### config.mk
export PLATFORM = sky130hd
export DESIGN_NAME = rst_cause_top
export DESIGN_NICKNAME = d
export VERILOG_FILES = /design/src/rtl/rst_trk_pkg.sv /design/src/rtl/rst_flag_reg.sv /design/src/rtl/rst_stretch.sv /design/src/rtl/boot_vec_sel.sv /design/src/rtl/rst_cause_top.sv
export SDC_FILE = /design/constraint.sdc
export NUM_CORES = 1
export LEC_CHECK = 0
export BUFFER_PORTS_ARGS = -buffer_cell sky130_fd_sc_hd__buf_2
export CELL_PAD_IN_SITES_DETAIL_PLACEMENT = 1
export CELL_PAD_IN_SITES_GLOBAL_PLACEMENT = 1
export CORE_MARGIN = 2
export CORE_UTILIZATION = 27
export CTS_CLUSTER_DIAMETER = 30
export CTS_CLUSTER_SIZE = 20
export DETAILED_ROUTE_END_ITERATION = 10
export PLACE_DENSITY = 0.74
export SLEW_MARGIN = 20
export SYNTH_ARGS = -nofsm -noshare
export SYNTH_HDL_FRONTEND = slang
export SYNTH_HIERARCHICAL = 1
export SYNTH_SLANG_ARGS = --single-unit
### constraint.sdc
create_clock -name clk_i -period 1.3 [get_ports clk_i]
set_input_delay 0.065 -clock clk_i [delete_from_list [all_inputs] [get_ports clk_i]]
set_output_delay 0.065 -clock clk_i [all_outputs]
set_load 0.05 [all_outputs]
### src/rtl/rst_trk_pkg.sv
package rst_trk_pkg;
  localparam int NUM_SRC = 6;
  localparam int FLAG_W  = 8;
  localparam int SRC_EXT = 0;
  localparam int SRC_POR = 1;
  localparam int SRC_BOD = 2;
  localparam int SRC_WDT = 3;
  localparam int SRC_SW  = 4;
  localparam int SRC_BRK = 5;

  localparam logic [NUM_SRC-1:0] POR_SET =
    NUM_SRC'((1 << SRC_POR) | (1 << SRC_BOD));
endpackage

### src/rtl/rst_flag_reg.sv
module rst_flag_reg
  import rst_trk_pkg::*;
#(
  parameter int N_SRC = NUM_SRC,
  parameter int OUT_W = FLAG_W
) (
  input  logic             clk_i,
  input  logic             rst_ni,
  input  logic [N_SRC-1:0] req_i,
  input  logic             wr_en_i,
  input  logic [OUT_W-1:0] wr_data_i,
  output logic [OUT_W-1:0] flags_o
);
  logic [N_SRC-1:0] flag_q, flag_d;

  for (genvar i = 0; i < N_SRC; i++) begin : g_bit
    logic keep;
    assign keep = flag_q[i] & ~(wr_en_i & ~wr_data_i[i]);
    // power-on overrides everything; otherwise set wins over clear
    assign flag_d[i] = req_i[SRC_POR] ? POR_SET[i] : (req_i[i] | keep);
  end

  always_ff @(posedge clk_i or negedge rst_ni) begin
    if (!rst_ni) flag_q <= '0;
    else         flag_q <= flag_d;
  end

  for (genvar i = 0; i < OUT_W; i++) begin : g_out
    if (i < N_SRC) begin : g_live
      assign flags_o[i] = flag_q[i];
    end else begin : g_zero
      assign flags_o[i] = 1'b0;
    end
  end
endmodule

### src/rtl/rst_stretch.sv
module rst_stretch #(
  parameter int HOLD_CYC = 2
) (
  input  logic clk_i,
  input  logic rst_ni,
  input  logic req_any_i,
  output logic rst_o,
  output logic release_o
);
  localparam int CNT_W = $clog2(HOLD_CYC + 1);
  logic [CNT_W-1:0] cnt_q;

  always_ff @(posedge clk_i or negedge rst_ni) begin
    if (!rst_ni)                cnt_q <= '0;
    else if (req_any_i)         cnt_q <= CNT_W'(HOLD_CYC);
    else if (cnt_q != '0)       cnt_q <= cnt_q - 1'b1;
  end

  assign rst_o     = (cnt_q != '0);
  assign release_o = (cnt_q == CNT_W'(1)) && !req_any_i;
endmodule

### src/rtl/boot_vec_sel.sv
module boot_vec_sel #(
  parameter int BV_W  = 8,
  parameter int VEC_W = 16
) (
  input  logic             clk_i,
  input  logic             rst_ni,
  input  logic             req_any_i,
  input  logic             brk_req_i,
  input  logic             por_req_i,
  input  logic             isp_force_i,
  input  logic             boot_stat_i,
  input  logic [BV_W-1:0]  boot_vec_i,
  input  logic             release_i,
  output logic [VEC_W-1:0] vector_o
);
  localparam int LO_W = VEC_W - BV_W;
  logic last_brk_q, isp_q, use_boot;

  always_ff @(posedge clk_i or negedge rst_ni) begin
    if (!rst_ni) begin
      last_brk_q <= 1'b0;
      isp_q      <= 1'b0;
    end else begin
      if (req_any_i) last_brk_q <= brk_req_i;
      if (por_req_i) isp_q      <= isp_force_i;
    end
  end

  assign use_boot = last_brk_q | isp_q | boot_stat_i;

  always_ff @(posedge clk_i or negedge rst_ni) begin
    if (!rst_ni)        vector_o <= '0;
    else if (release_i) vector_o <= use_boot ? {boot_vec_i, {LO_W{1'b0}}} : '0;
  end
endmodule

### src/rtl/rst_cause_top.sv
module rst_cause_top
  import rst_trk_pkg::*;
#(
  parameter int HOLD_CYC = 2,
  parameter int BV_W     = 8,
  parameter int VEC_W    = 16
) (
  input  logic               clk_i,
  input  logic               rst_ni,
  input  logic [NUM_SRC-1:0] req_i,
  input  logic               boot_stat_i,
  input  logic               isp_force_i,
  input  logic [BV_W-1:0]    boot_vec_i,
  input  logic               wr_en_i,
  input  logic [FLAG_W-1:0]  wr_data_i,
  output logic [FLAG_W-1:0]  flags_o,
  output logic               sys_rst_o,
  output logic [VEC_W-1:0]   vector_o
);
  logic req_any, rel;

  assign req_any = |req_i;

  rst_flag_reg #(.N_SRC(NUM_SRC), .OUT_W(FLAG_W)) u_flags (
    .clk_i, .rst_ni, .req_i, .wr_en_i, .wr_data_i, .flags_o
  );

  rst_stretch #(.HOLD_CYC(HOLD_CYC)) u_stretch (
    .clk_i, .rst_ni, .req_any_i(req_any), .rst_o(sys_rst_o), .release_o(rel)
  );

  boot_vec_sel #(.BV_W(BV_W), .VEC_W(VEC_W)) u_vec (
    .clk_i, .rst_ni,
    .req_any_i  (req_any),
    .brk_req_i  (req_i[SRC_BRK]),
    .por_req_i  (req_i[SRC_POR]),
    .isp_force_i,
    .boot_stat_i,
    .boot_vec_i,
    .release_i  (rel),
    .vector_o
  );
endmodule

**Word level (Yosys, flattened, before mapping)**

Cells that the tools add are included.

- Flip-flop bits (word level): 26
- Input port bits: 27
- Output and inout port bits: 25
- Word-level logic and storage cells: 53

- Add/subtract/negate cells: 1
- Equality and inequality tests: 1
- Mux-type cells: 9
- Bitwise operators: 32
- Reductions and logical operators: 5

Operator list:

| operator | count |
|---|---|
| $mux W16 | 1 |
| $and A1 B1 Y1 | 12 |
| $not A1 Y1 | 12 |
| $or A1 B1 Y1 | 8 |
| $mux W1 | 6 |
| $reduce_or A6 Y1 | 1 |
| $mux W2 | 2 |
| $reduce_bool A2 Y1 | 2 |
| $eq A2 B1 Y1 const B | 1 |
| $sub A2 B1 Y2 const B | 1 |
| $logic_and A1 B1 Y1 | 1 |
| $logic_not A1 Y1 | 1 |

**Longest topological paths before layout**

- Word-level depth: 6
- Depth in mapped cells: 7
- Depth with buffers taken out: 5

**Cells and area by module**

Netlist, hierarchy kept.

By module, submodules not included:

| module | times used | cells each | area each (um^2) | sequential area each (um^2) |
|---|---|---|---|---|
| boot_vec_sel | 1 | 48 | 483.0 | 250.2 |
| rst_flag_reg | 1 | 25 | 282.8 | 150.1 |
| rst_stretch | 1 | 13 | 126.4 | 50.0 |
| rst_cause_top | 1 | 3 | 13.8 | 0.0 |

**Worst setup path before layout**

No wires, ideal clock.

- Kind: register to register
- Start: reg u_stretch.cnt_q[0]
- End: reg u_vec.vector_o[10]
- Library setup time: 0.139 ns
- Arrival: 1.070 ns
- Data required time: 1.161 ns
- Path slack: 0.091 ns
- Stages on the path, launching flop included: 7
- Buffers on the path: 2
- Clock period less this slack: 1.209 ns
- Cells stage by stage: dfrtp_1 > ha_1 > nor2b_1 > clkbuf_2 > buf_8 > nand2_1 > o22ai_1

- Longest elaborated chain between the ends: 2

RTL lines:

| item | RTL line | source |
|---|---|---|
| from (decl) | rst_stretch.sv:11 | `logic [CNT_W-1:0] cnt_q;` |
| from (signal assigned) | rst_stretch.sv:15 | `else if (req_any_i) cnt_q <= CNT_W'(HOLD_CYC);` |
| from (signal assigned) | rst_stretch.sv:16 | `else if (cnt_q != '0) cnt_q <= cnt_q - 1'b1;` |
| $eq A2 B1 Y1 | rst_stretch.sv:20 | `assign release_o = (cnt_q == CNT_W'(1)) && !req_any_i;` |
| $logic_and A1 B1 Y1 | rst_stretch.sv:20 |  |
| named net rel | rst_cause_top.sv:20 | `logic req_any, rel;` |
| to (signal assigned) | boot_vec_sel.sv:33 | `else if (release_i) vector_o <= use_boot ? {boot_vec_i, {LO_W{1'b0}}} : '0;` |
| to (decl) | boot_vec_sel.sv:14 | `output logic [VEC_W-1:0] vector_o` |

The timed path passes the listed nets, and every way through them passes these cells.
A chain may end at the register's enable or synchronous reset.

**Worst setup path in the final report**

- Start: reg u_stretch.cnt_q[0]
- End: out sys_rst_o

- Longest elaborated chain between the ends: 1

RTL lines:

| item | RTL line | source |
|---|---|---|
| $reduce_bool A2 Y1 | rst_stretch.sv:19 | `assign rst_o = (cnt_q != '0);` |
| to (decl) | rst_cause_top.sv:17 | `output logic sys_rst_o,` |

No other way between the ends.

==> run summary <==
Buffers inserted during clock tree synthesis total 3. The switching fraction of total power is 31.5%. The proportion of power drawn by the clock network is 25.2%. The number of placement rows is 21. The number of buffers and inverters on the critical path is 3. The mean post-synth cell area is 10.2 sq um. The number of primary I/O pins came out at 52. The worst slack after detailed placement came out at 95.3 ps. The clock insertion delay at the later pin of the skew report is 290 ps. The global-route wire length before repair came out at 3530 um. The number of hold-slack violations in the final timing report was 0. The share of post-route cells with drive strength above 1 is 40.4%.

The cell count after synthesis came out at 89. During synthesis, Yosys emitted a total of 6 warnings. The via count of the first global-routing pass is 823. In this run the clock root is driven by a sky130_fd_sc_hd__clkbuf_4. The most critical setup path has its startpoint at u_stretch/cnt_q[0]. The finished layout cell area is 1280 sq um.

The area growth from synthesis to final layout is 40.9%. The flow ran to the end, and the final reports show no timing, DRC or antenna violations. The residual antenna-violating net count after detailed routing came out at 0. STA classifies the critical path endpoint as a primary output. The average wire length per cell after detail routing came out at 11.9 um.

The number of pins exceeding their max-slew limit in the final report came out at 0. The final worst clock skew came out at 2.57 ps. The startpoint of the most critical hold path is boot_vec_i[1].

In this run the critical register-to-register path is launched from u_stretch/cnt_q[1]. The buffer depth of the longest clock path came out at 2. Among all stages on the critical path, the largest delay is contributed by sky130_fd_sc_hd__dfrtp_1. The final wirelength is 2230 um. The initial core utilization came out at 27.6%. The number of levels the H-tree was split into is 1. The vertical extent of the die came out at 61.9 um. The number of clock sinks seen by CTS is 18. In the post-synthesis netlist, the biggest area contributors are sky130_fd_sc_hd__dfrtp_1 50%, sky130_fd_sc_hd__buf_4 8.3%, sky130_fd_sc_hd__nor3b_2 5.5%, sky130_fd_sc_hd__o22ai_1 5.5%, sky130_fd_sc_hd__inv_1 4.6%. In the final timing run, aggregate negative setup slack is 0 ps.

The number of remaining DRC errors is 0. The switching power of the nets is 0.351 mW. The overall overflow remaining after global route came out at 0. Leaving out fill and tap cells, the most frequent cell in the layout is sky130_fd_sc_hd__buf_2.

Cell internal power was estimated by the tool at 0.763 mW. The area of the die is 3830 sq um. The via total after detailed routing is 798. The global router's overall resource usage came out at 13.0%. The final count of negative-setup-slack endpoints came out at 0. Clock-pin slew was measured on the worst setup and hold paths at 100 ps.

Summing the sequential cell areas from Yosys gives 49.7% of the chip area. The required time at the endpoint of the critical path came out at 1240 ps. The count of max-cap constraint violations is 0. The critical path in this run is classified as register to primary output. Dividing the final minimum period by the clock period gives 93.5%. The floorplan die width came out at 61.9 um.

In this run, placement finished with an instance count of 172. The half-perimeter wire length of the detailed placement result came out at 1630 um. TritonCTS built the clock tree. For this run, the top clock speed supported by timing is 823 MHz. The post-synth design cell area is 906 sq um. The number of standard cells in the final layout excluding fillers is 187. In the layout the commonest cells are 38 x sky130_fd_sc_hd__buf_2, 18 x sky130_fd_sc_hd__dfrtp_1, 10 x sky130_fd_sc_hd__dlygate4sd3_1, 10 x sky130_fd_sc_hd__conb_1. The cell family contributing the most delay on the critical path is flip-flops. The number of nets in the final layout is 172. Dividing the detail-routed via count by the number of cells gives 4.27. The share of synthesized area in the top cell type comes to 49.7%. STA classifies the critical path startpoint as a register. The largest single stage delay on the critical path is 420 ps. The number of antenna diodes is 0. Across all register-to-register paths, the minimum setup slack is 110 ps. The largest net degree at the start of global routing came out at 19. Combinational cells account for 22.0% of the total power. The core area came out at 3280 sq um. The initial antenna violation count was 0. Traced cell by cell, the critical path runs through inv_2 > ha_4 > inv_1 > buf_4. Yosys mapped the design onto 21 distinct sky130hd cell types.

The least setup slack across all paths after layout is 84.4 ps. The synthesis-stage register bit count is 18. The maximum ir drop on the vdd rail is 522 uV. Summed over all instances, the cell type with the most area after synthesis is sky130_fd_sc_hd__dfrtp_1. Power spread over the standard cell area amounts to 873 nW/um^2. The clock period minus worst slack came out at 1220 ps. Port buffering added 39 buffers. The instance area after placement is 1110 sq um. The worst hold margin came out at 14.2 ps.

The leakage power figure is 0.629 nW. The worst hold path class is input port to register. The total iterations of the first detailed-routing run came out at 3. The data arrival time at the worst-slack endpoint is 1150 ps. The first routing iteration left 4 violations. The proportion of power drawn by flip-flops and latches came out at 52.9%. The highest net fanout along the worst path is 4. At the end of routability-driven placement, the weighted congestion stood at 0.661.
flip-flops by register name (all words and copies together), names as in the netlist:
register / cells
u_stretch/cnt_q: 2
u_vec/isp_q: 1
u_flags/flag_q: 6
u_vec/last_brk_q: 1
u_vec/vector_o: 8
tightest hold or removal path: stages:
cell,delay (ps)
sky130_fd_sc_hd__buf_2,100
sky130_fd_sc_hd__nand2_1,50
sky130_fd_sc_hd__o22ai_1,60
Yosys cell counts:
| master | n |
|---|---|
| sky130_fd_sc_hd__buf_4 | 10 |
| sky130_fd_sc_hd__nand2_1 | 9 |
| sky130_fd_sc_hd__ha_1 | 2 |
| sky130_fd_sc_hd__nor4_1 | 1 |
| sky130_fd_sc_hd__nor3b_2 | 4 |
| sky130_fd_sc_hd__o22ai_1 | 8 |
| sky130_fd_sc_hd__nor3_1 | 4 |
| sky130_fd_sc_hd__mux2_2 | 2 |
| sky130_fd_sc_hd__nor3_4 | 1 |
| sky130_fd_sc_hd__clkbuf_2 | 1 |
| sky130_fd_sc_hd__or2b_1 | 1 |
| sky130_fd_sc_hd__nand2b_1 | 3 |
| sky130_fd_sc_hd__a21o_1 | 2 |
| sky130_fd_sc_hd__dfrtp_1 | 18 |
| sky130_fd_sc_hd__buf_8 | 1 |
| sky130_fd_sc_hd__a211o_1 | 1 |
| sky130_fd_sc_hd__nor2b_1 | 1 |
| sky130_fd_sc_hd__conb_1 | 2 |
| sky130_fd_sc_hd__xor2_1 | 1 |
| sky130_fd_sc_hd__inv_1 | 11 |
| sky130_fd_sc_hd__nor2_1 | 6 |
per-layer routing:
layer	vias up	part of all wire (%)	global-route usage [%]
met5	-	0	0
met4	0	1.3	4.56
met3	5	6.5	4.55
met2	35	54	24.7
met1	387	38	13.1
li1	371	-	-
power groups by stage:
stage                     registers (mW)  clock network (mW)  logic, mW
after global placement             0.599                   0      0.217
after CTS                          0.589               0.300      0.246
after detailed placement           0.600                   0      0.222
after floorplan                    0.643                   0      0.121
final                              0.589               0.280      0.245
after global routing               0.592               0.324      0.265
timing repair:
item / 4_1_cts / 5_1_grt
hold buffers: 10 / 0
endpoints found under the hold margin: 27 / 0
resized for setup: 3 / 8
setup buffers: 1 / 0
cloned: 0 / 1
setup endpoints to repair: 1 / 9
through the flow:
step,power (mW),util [%]
finish,1.11,38.9
global route,1.18,38.9
CTS,1.14,38.2
detailed placement,0.821,33.8
global placement,0.816,33.8
floorplan,0.764,-
worst paths after layout:
kind | endpoint | cells after the start
setup / recovery | sys_rst_o | 4
hold / removal | u_vec/vector_o[9] | 3
setup reg to reg | u_vec/vector_o[9] | 6
hold reg to reg | u_flags/flag_q[2] | 1
max in group asynchronous | u_vec/isp_q | 2
min in group asynchronous | u_vec/vector_o[8] | 2
final cells by class:
cell class | instances | area [sq um]
Fill cell | 375 | 2010
Sequential cell | 18 | 450
Multi-Input combinational cell | 56 | 369
Timing Repair Buffer | 53 | 335
Tap cell | 46 | 57.6
Inverter | 11 | 41.3
Clock buffer | 3 | 22.5
logic make-up (layout without fill, tap and decap cells):
| family | count (synthesis) | in the layout | share of synthesized area (%) |
|---|---|---|---|
| AOI/OAI and AO/OA | 11 | 11 | 8.15 |
| xor gates and xnor gates | 1 | 1 | 0.967 |
| adders and majority gates | 2 | 2 | 2.76 |
| buffers and inverters | 23 | 67 | 15.1 |
| DFF | 18 | 18 | 49.7 |
| muxes | 2 | 2 | 2.49 |
| other | 2 | 10 | 0.829 |
| and+or+nand+nor | 30 | 30 | 20.0 |
(Power assumes the default switching activity.)
